$ cat config.mk
export PLATFORM = sky130hd
export DESIGN_NAME = lnk_retry_seq
export DESIGN_NICKNAME = d
export VERILOG_FILES = /design/src/rtl/lrs_pkg.sv /design/src/rtl/lrs_cnt.sv /design/src/rtl/lrs_crc_arm.sv /design/src/rtl/lnk_retry_seq.sv
export SDC_FILE = /design/constraint.sdc
export NUM_CORES = 1
export LEC_CHECK = 0
export ABC_AREA = 1
export BUFFER_PORTS_ARGS = -buffer_cell sky130_fd_sc_hd__buf_2
export CORE_MARGIN = 5
export CORE_UTILIZATION = 55
export CTS_CLUSTER_SIZE = 12
export DETAILED_ROUTE_END_ITERATION = 16
export PLACE_DENSITY = 0.8
export SLEW_MARGIN = 30
export SYNTH_ARGS = -nofsm -noshare
export SYNTH_HDL_FRONTEND = slang
export SYNTH_SLANG_ARGS = --single-unit
$ cat constraint.sdc
create_clock -name clk -period 2.1 [get_ports clk]
set_input_delay 0.105 -clock clk [delete_from_list [all_inputs] [get_ports clk]]
set_output_delay 0.105 -clock clk [all_outputs]
set_load 0.05 [all_outputs]
$ cat src/rtl/lrs_pkg.sv
package lrs_pkg;

    typedef enum logic [2:0] {
        ST_IDLE   = 3'd0,
        ST_START  = 3'd1,
        ST_TXIR   = 3'd2,
        ST_WAITRX = 3'd3,
        ST_DONE   = 3'd4,
        ST_FATAL  = 3'd5
    } lrs_state_e;

    typedef enum logic [1:0] {
        SEL_NORMAL = 2'd0,
        SEL_START  = 2'd1,
        SEL_IRTRY  = 2'd2,
        SEL_NULL   = 2'd3
    } lrs_sel_e;

endpackage

$ cat src/rtl/lrs_cnt.sv
// Saturating up-counter with synchronous clear; clear has priority.
module lrs_cnt #(
    parameter int unsigned W    = 8,
    parameter int unsigned MAXV = 255
) (
    input  logic         clk,
    input  logic         rst_n,
    input  logic         clr_i,
    input  logic         inc_i,
    output logic [W-1:0] val_o
);
    localparam logic [W-1:0] LIM = MAXV[W-1:0];

    logic [W-1:0] val_q;

    always_ff @(posedge clk) begin
        if (!rst_n) begin
            val_q <= '0;
        end else if (clr_i) begin
            val_q <= '0;
        end else if (inc_i && (val_q != LIM)) begin
            val_q <= val_q + 1'b1;
        end
    end

    assign val_o = val_q;

    // A counter at its limit never wraps (statistics saturation, R9)
    assert_hold_at_limit_R9: assert property (@(posedge clk) disable iff (!rst_n)
        (val_q == LIM && !clr_i) |=> (val_q == LIM));

endmodule

$ cat src/rtl/lrs_crc_arm.sv
// One-shot CRC fault: armed by a pulse, fired on the next eligible request.
module lrs_crc_arm #(
    parameter int unsigned CRC_W = 32
) (
    input  logic             clk,
    input  logic             rst_n,
    input  logic             arm_i,
    input  logic             req_i,
    output logic [CRC_W-1:0] flip_o
);
    logic armed_q;
    logic fire;

    assign fire   = armed_q & req_i;
    assign flip_o = fire ? {{(CRC_W-1){1'b0}}, 1'b1} : '0;

    always_ff @(posedge clk) begin
        if (!rst_n) begin
            armed_q <= 1'b0;
        end else begin
            armed_q <= arm_i | (armed_q & ~fire);
        end
    end

    assert_single_bit_R8: assert property (@(posedge clk) disable iff (!rst_n)
        $onehot0(flip_o));

    assert_disarm_after_use_R8: assert property (@(posedge clk) disable iff (!rst_n)
        ((|flip_o) && !arm_i) |=> !armed_q);

    assert_needs_request_R8: assert property (@(posedge clk) disable iff (!rst_n)
        (|flip_o) |-> req_i);

endmodule

$ cat src/rtl/lnk_retry_seq.sv
module lnk_retry_seq
    import lrs_pkg::*;
#(
    parameter int unsigned TX_N        = 32,
    parameter int unsigned RX_N        = 20,
    parameter int unsigned RETRY_LIMIT = 3,
    parameter int unsigned TMO_W       = 16,
    parameter int unsigned STAT_W      = 16,
    parameter int unsigned CRC_W       = 32
) (
    input  logic              clk,
    input  logic              rst_n,
    input  logic              err_det_i,
    input  logic              rx_irtry_i,
    input  logic              tx_req_i,
    input  logic              ctl_force_retry_i,
    input  logic              ctl_inject_crc_i,
    input  logic              ctl_exit_fatal_i,
    input  logic [TMO_W-1:0]  timeout_cfg_i,
    output logic [1:0]        tx_sel_o,
    output logic [CRC_W-1:0]  crc_xor_o,
    output logic [2:0]        state_o,
    output logic              fatal_o,
    output logic [STAT_W-1:0] retry_cnt_o
);
    localparam int unsigned TXC_W = $clog2(TX_N + 1);
    localparam int unsigned RXC_W = $clog2(RX_N + 1);
    localparam int unsigned ATT_W = $clog2(RETRY_LIMIT + 1);
    localparam int unsigned TMO_MAX  = (2 ** TMO_W) - 1;
    localparam int unsigned STAT_MAX = (2 ** STAT_W) - 1;

    localparam logic [TXC_W-1:0] TX_LAST  = TXC_W'(TX_N - 1);
    localparam logic [RXC_W-1:0] RX_FULL  = RXC_W'(RX_N);
    localparam logic [ATT_W-1:0] ATT_LAST = ATT_W'(RETRY_LIMIT - 1);

    lrs_state_e state_q, state_d;
    lrs_sel_e   sel;

    logic [TXC_W-1:0] txc;
    logic [RXC_W-1:0] rxc;
    logic [TMO_W-1:0] tmr;
    logic [ATT_W-1:0] att;

    logic trig, in_idle, in_seq, tx_last, rx_done, tmo_hit;

    assign trig    = err_det_i | ctl_force_retry_i;
    assign in_idle = (state_q == ST_IDLE);
    assign in_seq  = (state_q == ST_START) || (state_q == ST_TXIR) || (state_q == ST_WAITRX);
    assign tx_last = (state_q == ST_TXIR) && (txc == TX_LAST);
    assign rx_done = (rxc == RX_FULL);
    assign tmo_hit = (state_q == ST_WAITRX) && !rx_done && (tmr >= timeout_cfg_i);

    // Burst length counter: cleared while sending the start-retry request
    lrs_cnt #(.W(TXC_W), .MAXV(TX_N)) u_txc (
        .clk(clk), .rst_n(rst_n),
        .clr_i(state_q == ST_START),
        .inc_i(state_q == ST_TXIR),
        .val_o(txc)
    );

    // Received idle-retry counter: cleared in IDLE and on every timeout
    lrs_cnt #(.W(RXC_W), .MAXV(RX_N)) u_rxc (
        .clk(clk), .rst_n(rst_n),
        .clr_i(in_idle | tmo_hit),
        .inc_i(rx_irtry_i & in_seq),
        .val_o(rxc)
    );

    // Wait timer: runs only in WAITRX
    lrs_cnt #(.W(TMO_W), .MAXV(TMO_MAX)) u_tmr (
        .clk(clk), .rst_n(rst_n),
        .clr_i(state_q != ST_WAITRX),
        .inc_i(state_q == ST_WAITRX),
        .val_o(tmr)
    );

    // Timeouts within the current recovery
    lrs_cnt #(.W(ATT_W), .MAXV(RETRY_LIMIT)) u_att (
        .clk(clk), .rst_n(rst_n),
        .clr_i(in_idle),
        .inc_i(tmo_hit),
        .val_o(att)
    );

    // Completed recoveries
    lrs_cnt #(.W(STAT_W), .MAXV(STAT_MAX)) u_stat (
        .clk(clk), .rst_n(rst_n),
        .clr_i(1'b0),
        .inc_i(state_q == ST_DONE),
        .val_o(retry_cnt_o)
    );

    // CRC fault: only a normal request in IDLE is a target
    lrs_crc_arm #(.CRC_W(CRC_W)) u_crc (
        .clk(clk), .rst_n(rst_n),
        .arm_i(ctl_inject_crc_i),
        .req_i(in_idle & tx_req_i),
        .flip_o(crc_xor_o)
    );

    // State register
    always_ff @(posedge clk) begin
        if (!rst_n) begin
            state_q <= ST_IDLE;
        end else begin
            state_q <= state_d;
        end
    end

    // Next state
    always_comb begin
        state_d = state_q;
        unique case (state_q)
            ST_IDLE:   if (trig) state_d = ST_START;
            ST_START:  state_d = ST_TXIR;
            ST_TXIR:   if (tx_last) state_d = ST_WAITRX;
            ST_WAITRX: begin
                if (rx_done) begin
                    state_d = ST_DONE;
                end else if (tmo_hit) begin
                    state_d = (att == ATT_LAST) ? ST_FATAL : ST_START;
                end
            end
            ST_DONE:   state_d = ST_IDLE;
            ST_FATAL:  if (ctl_exit_fatal_i) state_d = ST_IDLE;
            default:   state_d = ST_IDLE;
        endcase
    end

    // Outputs
    always_comb begin
        sel     = SEL_NULL;
        fatal_o = 1'b0;
        unique case (state_q)
            ST_IDLE:   sel = SEL_NORMAL;
            ST_START:  sel = SEL_START;
            ST_TXIR:   sel = SEL_IRTRY;
            ST_WAITRX: sel = SEL_NULL;
            ST_DONE:   sel = SEL_NULL;
            ST_FATAL:  begin
                sel     = SEL_NULL;
                fatal_o = 1'b1;
            end
            default:   sel = SEL_NULL;
        endcase
    end

    assign tx_sel_o = sel;
    assign state_o  = state_q;

    assert_start_cause_R1: assert property (@(posedge clk) disable iff (!rst_n)
        (state_q == ST_START && $past(state_q) == ST_IDLE) |-> $past(trig));

    assert_start_one_cycle_R1: assert property (@(posedge clk) disable iff (!rst_n)
        (state_q == ST_START) |=> (state_q == ST_TXIR));

    assert_burst_len_R2: assert property (@(posedge clk) disable iff (!rst_n)
        ($past(state_q) == ST_TXIR && state_q == ST_WAITRX) |-> ($past(txc) == TX_LAST));

    assert_done_count_R3: assert property (@(posedge clk) disable iff (!rst_n)
        (state_q == ST_DONE) |-> ($past(rxc) == RX_FULL));

    assert_fatal_after_limit_R5: assert property (@(posedge clk) disable iff (!rst_n)
        ($past(state_q) == ST_WAITRX && state_q == ST_FATAL) |-> ($past(att) == ATT_LAST));

    assert_fatal_hold_R6: assert property (@(posedge clk) disable iff (!rst_n)
        (state_q == ST_FATAL && !ctl_exit_fatal_i) |=> (state_q == ST_FATAL));

    assert_busy_ignores_trig_R7: assert property (@(posedge clk) disable iff (!rst_n)
        (state_q == ST_TXIR && !tx_last) |=> (state_q == ST_TXIR));

endmodule

==> results of run 1 <==
## worst paths after layout
kind,from,to,slack (ns),depth (start not counted)
worst max-delay path,u_tmr.val_o[11],u_rxc.val_o[4],0.26,8
worst min-delay path,rst_n,u_stat.val_o[3],0.11,3
worst max register to register,u_tmr.val_o[11],u_rxc.val_o[4],0.26,8
worst min register to register,u_txc.val_o[0],u_txc.val_o[0],0.49,2
## worst reg2reg max path, cell delays in order, from the launching register on
cell and delay [ns]:
dfxtp_1 0.50, ha_1 0.31, a21oi_1 0.12, o21ai_0 0.09
a21oi_1 0.21, nand2_1 0.14, nand2_1 0.08, nand2_1 0.13
nor3b_1 0.19
## where the power goes
part	switching, mW	total, mW	internal (mW)	leakage [nW]
clock network	0.336	0.693	0.357	0.0543
logic	0.786	1.02	0.234	1.22
registers	0.0624	1.04	0.982	0.396
## registers in the layout, indices dropped and copies added, names as in the netlist
register       cells
u_crc.armed_q      1
u_att.val_o        2
u_stat.val_o      16
u_txc.val_o        6
u_tmr.val_o       16
state_o            3
u_rxc.val_o        5
## what timing repair did
item / 4_1_cts / 5_1_grt
hold buffers: 1 / 0
endpoints found under the hold margin: 1 / 0
gates resized for setup: 0 / 1
endpoints found under the setup margin: 0 / 11
setup buffers: 0 / 0
## final cells by class
type / instances / area share (%)
inverters: 78 / 7.82
repair buffers: 49 / 6.82
multi-input cells: 368 / 53.5
flip-flops and latches: 49 / 26.2
clock buffers: 5 / 1.84
well taps: 77 / 2.57
clock inverters: 3 / 1.24
## layer usage
metal / vias to the layer above / part of all wire (%)
li1: 1651 / -
met1: 1400 / 42
met2: 86 / 49
met3: 16 / 6.2
met4: 0 / 2.2
met5: - / 0
## cells by family (layout without fill, tap and decap cells)
kind of cell             Yosys count  count (layout)  synth area share [%]
AO/OA/AOI/OAI                     66              66                  11.2
flip-flops                        49              49                  28.3
adder cells (fa/ha/maj)           24              24                  8.65
buffers and inverters            119             135                  17.3
other                              1              31                 0.108
AND/OR/NAND/NOR                  231             231                  30.4
XOR/XNOR                          16              16                  4.04
## placed cells by master, fill, tap and decap left out, types with 2 or more instances in the layout
master | synthesis | routed
a21oi_1 | 36 | 36
a21oi_2 | 9 | 9
buf_2 | 1 | 46
buf_4 | 33 | 2
clkbuf_8 | 0 | 5
conb_1 | 1 | 31
dfxtp_1 | 49 | 49
ha_1 | 24 | 24
inv_1 | 71 | 71
inv_2 | 7 | 7
nand2_1 | 109 | 109
nand2_2 | 5 | 5
nand3_1 | 25 | 25
nand3b_1 | 2 | 2
nand4_1 | 12 | 12
nor2_1 | 48 | 47
nor2_2 | 3 | 4
nor3_1 | 12 | 12
nor3_2 | 2 | 2
nor3_4 | 2 | 2
nor3b_1 | 3 | 3
nor4_1 | 4 | 4
o21ai_0 | 13 | 13
o21ai_1 | 4 | 4
xnor2_1 | 7 | 7
xor2_1 | 9 | 9
## metrics by stage
stage | worst slack [ns] | instances | total power, mW | util (%) | instance area [sq um]
after detailed placement | 0.230 | 620 | 2.08 | 57.9 | 3610
final | 0.264 | 629 | 2.76 | 60.0 | 3740
after global routing | 0.0161 | 629 | 2.94 | 60.0 | 3740
after CTS | 0.213 | 629 | 2.78 | 59.9 | 3740
after floorplan | 0.0570 | 536 | 1.97 | - | 3580
after global placement | 0.311 | 620 | 2.06 | 57.9 | 3610
==> impl_results.md, run 1 <==
* Clk pin slew, worst setup/hold paths at 0.10 ns
* Gr usage total at 20.2%
* First-pass GRT wire length at 12900 um
* Main synth FF type: dfxtp_1
* Routability congestion estimate from global placement at 0.945
* Synth Warn # at 0
* WL/cell at 11.7 um
* Setup repair after global routing missed its margin: no
* Gate count of the mapped netlist at 506
* Worst-path cell chain: ha_1, a21oi_1, o21ai_0, a21oi_1, nand2_1, nand2_1, nand2_1, nor3b_1
* Post-DRT Antenna Nets at 0
* CP top delay family: simple AND/OR/NAND/NOR gates
* Final WL at 7360 um
* Storage cell area at 981 sq um
* # setup viols final at 0
* Total iterations of the first detailed-routing run at 4
* CP max stage delay at 0.50 ns
* Residual DRC at 0
* Final hold viol count at 0
* Setup TNS at 0 ns
* Req. time, crit path at 2.33 ns
* Outcome: finished, final reports clean
* Max FO, Critical Path at 8
* Drt first-iter violations at 105
* Ranking of synthesized cells by area: dfxtp_1 28%, nand2_1 12%, ha_1 8.7%
* Worst VDD drop at 1.26 mV
* Final max-slew violation count at 0
* Top cell type's share of synthesized area at 28.3%
* Seq/Total Area, Yosys at 28.3%
* Multi-input combinational cell area at 2000 sq um
* Layout cells sized above 1 at 16.1%
* GR met3 Demand/Resource at 4.33%
* Critical Path AT at 2.07 ns
* CTS tree: yes
* Initial antenna violation count at 0
* WHS at 0.110 ns
* Clock root buffer: clkbuf_8
* CP most frequent cell: nand2_1
* Post-synth top cells: 109 x nand2_1, 71 x inv_1, 49 x dfxtp_1, 48 x nor2_1, 36 x a21oi_1
* Clock latency on the worst-skew pair at 0.31 ns
* CTS Buffer Depth at 2
* Async set or reset register ratio after synthesis at 0%
* # port buffers at 46
* Leak at 1.67 nW
* Via count at 3153
* Nets at 599
* Fillers at 611
* Power per cell area at 737 nW/um^2
* DPL Wire Length at 5790 um
* CTS buffer count at 5
* Count of cell types in the netlist at 35
* Total core area at 6240 sq um
* Register bit total from synthesis at 49
* Largest net degree at the start of global routing at 19
* Initial core utilization at 55.6%
* GRT met2 Usage at 36.0%
* Row Count at 29
* WP buf/inv at 0
* Max-Cap Viols at 0
* Die width at 89.4 um
* Slowest-stage cell, CP: dfxtp_1
* Synth area leader: dfxtp_1
* Crit start category: flop
* Fmax at 545 MHz
* Diode count at 0
* DIE AREA at 8000 sq um
* Vias in the first global route at 3089
* Minimum clock period at 1.84 ns
* Grt met1 use at 23.4%
* IO Count at 78
* Sink Count at 49
* Mapped cell area at 3470 sq um
* Worst Setup End Kind: flop
* Crit share post-route at 87.4%
* P&R area growth vs syn at 7.86%
* Total grt overflow at 0
* Vias/cell at 5.01
* Final worst clock skew at 0.0108 ns
* Worst min path class: input port to flop
* H-tree depth at 2
* Die H at 89.4 um
* Syn avg cell area at 6.86 sq um
* Top-count cell post-synth: nand2_1
* GRT busiest layer: met2
* EDFF count, synth at 0
* Setup CP Type: flop to flop
(Power assumes the default switching activity.)
==> run 2, diff against run 1 <==
--- a/config.mk
+++ b/config.mk
@@ -8,10 +8,10 @@
 export ABC_AREA = 1
 export BUFFER_PORTS_ARGS = -buffer_cell sky130_fd_sc_hd__buf_2
 export CORE_MARGIN = 5
-export CORE_UTILIZATION = 55
+export CORE_UTILIZATION = 25
 export CTS_CLUSTER_SIZE = 12
 export DETAILED_ROUTE_END_ITERATION = 16
-export PLACE_DENSITY = 0.8
+export PLACE_DENSITY = 0.44
 export SLEW_MARGIN = 30
 export SYNTH_ARGS = -nofsm -noshare
 export SYNTH_HDL_FRONTEND = slang
==> constraint.sdc (replaced) <==
create_clock -name clk -period 1.65 [get_ports clk]
set_input_delay 0.0825 -clock clk [delete_from_list [all_inputs] [get_ports clk]]
set_output_delay 0.0825 -clock clk [all_outputs]
set_load 0.05 [all_outputs]
==> run 2 against run 1 <==
Effect of this change:
- via count grew 4.6%
- combinational power grew 59%
- hold slack lost 0.015 ns
- final area grew 23%
- first-iteration DRC count grew 26%
- largest cell class unchanged
- non-clock buffer count grew 45
==> impl_results.md, run 2 (same netlist as run 1, synthesis figures left out) <==
* CTS Buffer Depth at 2 (unchanged)
* Vias in the first global route at 3181 (was 3089)
* Int Pwr at 2.35 mW (was 1.57 mW)
* Critical Path AT at 1.81 ns (was 2.07 ns)
* Final worst clock skew at 0.00731 ns (was 0.0108 ns)
* CTS buffer count at 5 (unchanged)
* Die H at 128 um (was 89.4 um)
* Routability congestion estimate from global placement at 0.850 (was 0.945)
* Worst-path cell chain: buf_4, ha_4, nand2_1, inv_1, nand3_2, nor2_2, nand4_1, nand2_2, buf_6, o21ai_0, nor3b_2 (was ha_1, a21oi_1, o21ai_0, a21oi_1, nand2_1, nand2_1, nand2_1, nor3b_1)
* CP max stage delay at 0.34 ns (was 0.50 ns)
* Setup ws final at 0.00386 ns (was 0.264 ns)
* Crit start category: flop (unchanged)
* WP buf/inv at 3 (was 0)
* Max-Cap Viols at 0 (unchanged)
* Initial antenna violation count at 0 (unchanged)
* Outcome: finished, final reports clean (unchanged)
* # port buffers at 46 (unchanged)
* Clk pin slew, worst setup/hold paths at 0.07 ns (was 0.10 ns)
* Final instance area at 4600 sq um (was 3740 sq um)
* Slowest-stage cell, CP: dfxtp_2 (was dfxtp_1)
* Fillers at 1477 (was 611)
* Gate power share at 39.9% (was 37.0%)
* Max FO, Critical Path at 8 (unchanged)
* IO Count at 78 (unchanged)
* Clock latency on the worst-skew pair at 0.30 ns (was 0.31 ns)
* Gr usage total at 10.2% (was 20.2%)
* Setup repair after global routing missed its margin: yes (was no)
* Leak at 1.98 nW (was 1.67 nW)
* Place WS at -0.140 ns (was 0.230 ns)
* CP top delay family: simple AND/OR/NAND/NOR gates (unchanged)
* Worst min path class: input port to flop (unchanged)
* Clock power share at 27.0% (was 25.1%)
* Final max-slew violation count at 0 (unchanged)
* Total iterations of the first detailed-routing run at 4 (unchanged)
* Crit share post-route at 99.8% (was 87.4%)
* WL/cell at 11.3 um (was 11.7 um)
* Minimum clock period at 1.65 ns (was 1.84 ns)
* Placed insts at 760 (was 620)
* Setup TNS at 0 ns (unchanged)
* Final WL at 8780 um (was 7360 um)
* Multi-input combinational cell area at 2240 sq um (was 2000 sq um)
* # setup viols final at 0 (unchanged)
* Dpl cell area at 4080 sq um (was 3610 sq um)
* Most common cell after layout, fill and taps aside: nand2_1 (unchanged)
* Sw power at 1.71 mW (was 1.18 mW)
* Residual DRC at 0 (unchanged)
* Clock root buffer: clkbuf_16 (was clkbuf_8)
* Die width at 128 um (was 89.4 um)
* Sink Count at 49 (unchanged)
* CTS tree: yes (unchanged)
* DPL Wire Length at 6780 um (was 5790 um)
* Largest net degree at the start of global routing at 17 (was 19)
* Storage cell area at 1020 sq um (was 981 sq um)
* Setup CP Type: flop to flop (unchanged)
* Drt first-iter violations at 132 (was 105)
* Layout cells sized above 1 at 32.6% (was 16.1%)
* P&R area growth vs syn at 32.5% (was 7.86%)
* Worst Setup End Kind: flop (unchanged)
* DIE AREA at 16300 sq um (was 8000 sq um)
* Total core area at 13700 sq um (was 6240 sq um)
* Row Count at 43 (was 29)
* Fmax at 607 MHz (was 545 MHz)
* Post-DRT Antenna Nets at 0 (unchanged)
* H-tree depth at 2 (unchanged)
* Sw frac at 42.1% (was 43.0%)
* Vias/cell at 4.24 (was 5.01)
* Initial core utilization at 25.3% (was 55.6%)
* Power per cell area at 883 nW/um^2 (was 737 nW/um^2)
* Req. time, crit path at 1.82 ns (was 2.33 ns)
* Total grt overflow at 0 (unchanged)
* Diode count at 0 (unchanged)
* Fin cells at 778 (was 629)
* Final hold viol count at 0 (unchanged)
* Worst VDD drop at 0.976 mV (was 1.26 mV)
* Most frequent cells in the layout: 101 x nand2_1, 68 x inv_1, 45 x buf_2, 42 x nor2_1, 42 x buf_4 (was 109 x nand2_1, 71 x inv_1, 49 x dfxtp_1, 47 x nor2_1, 46 x buf_2)
* Via count at 3297 (was 3153)
* First-pass GRT wire length at 13900 um (was 12900 um)
* Sequential Power Share at 33.0% (was 37.9%)
* Nets at 645 (was 599)
[run 2: changes by cell type in the layout (fill, tap and decap cells not counted), moves of 5 or more]
cell,change
dfxtp_2,+17
buf_4,+40
ha_4,+9
buf_6,+5
ha_1,-10
dfxtp_1,-23
clkbuf_16,+5
nor2_1,-5
nand2_1,-8
dfxtp_4,+6
[run 2: what timing repair did]
| item | CTS | global route |
|---|---|---|
| gates cloned | 0 | 1 |
| hold buffers | 1 | 0 |
| endpoints found under the setup margin | 18 | 41 |
| pin swaps | 2 | 23 |
| setup buffers | 0 | 8 |
| gates resized for setup | 14 | 56 |
| hold endpoints to repair | 1 | 0 |
[run 2: worst paths after layout]
kind / start / end / slack, ns / cells after the start
max reg2reg: u_tmr.val_o[0] / u_tmr.val_o[9] / 0.004 / 11
min: rx_irtry_i / u_rxc.val_o[1] / 0.09 / 3
min reg2reg: u_att.val_o[0] / u_att.val_o[0] / 0.49 / 2
max: u_tmr.val_o[0] / u_tmr.val_o[9] / 0.004 / 11
[run 2: final cells by class]
cell class	count	area share [%]
clock buffers	6	3.02
clock inverters	2	0.381
inverters	78	6.86
multi-input cells	368	48.7
flip-flops and latches	49	22.3
well taps	180	4.90
repair buffers	94	13.6
repair inverters	1	0.191
[run 2: through the flow]
step	util, %	total power, mW	hold WS (ns)
after global placement	29.7	2.82	0.293
final	33.5	4.06	0.0949
after CTS	31.2	3.99	0.0818
after global routing	33.5	4.32	0.0897
after floorplan	-	2.55	0.200
after detailed placement	29.7	2.82	0.302
[run 2: metal layers]
layer  global-route usage, %  vias up  wire, um
met5                       0        -         0
met4                    3.00        0       102
met3                    2.38        9       450
met2                    16.8       75      4090
met1                    13.3     1467      4140
li1                        -     1746         -
[run 2: power by group through the flow]
stage / Clock (mW) / Combinational (mW) / Sequential (mW)
6_report: 1.10 / 1.62 / 1.34
5_1_grt: 1.20 / 1.77 / 1.35
4_1_cts: 1.15 / 1.49 / 1.34
3_5_place_dp: 0 / 1.46 / 1.37
3_3_place_gp: 0 / 1.45 / 1.36
2_1_floorplan: 0 / 1.06 / 1.49
[run 2: worst min-delay path: cells and delay by family]
family	cells	cell delay, ns
compound gates	1	0.06
buf+inv	1	0.12
simple gates	1	0.09
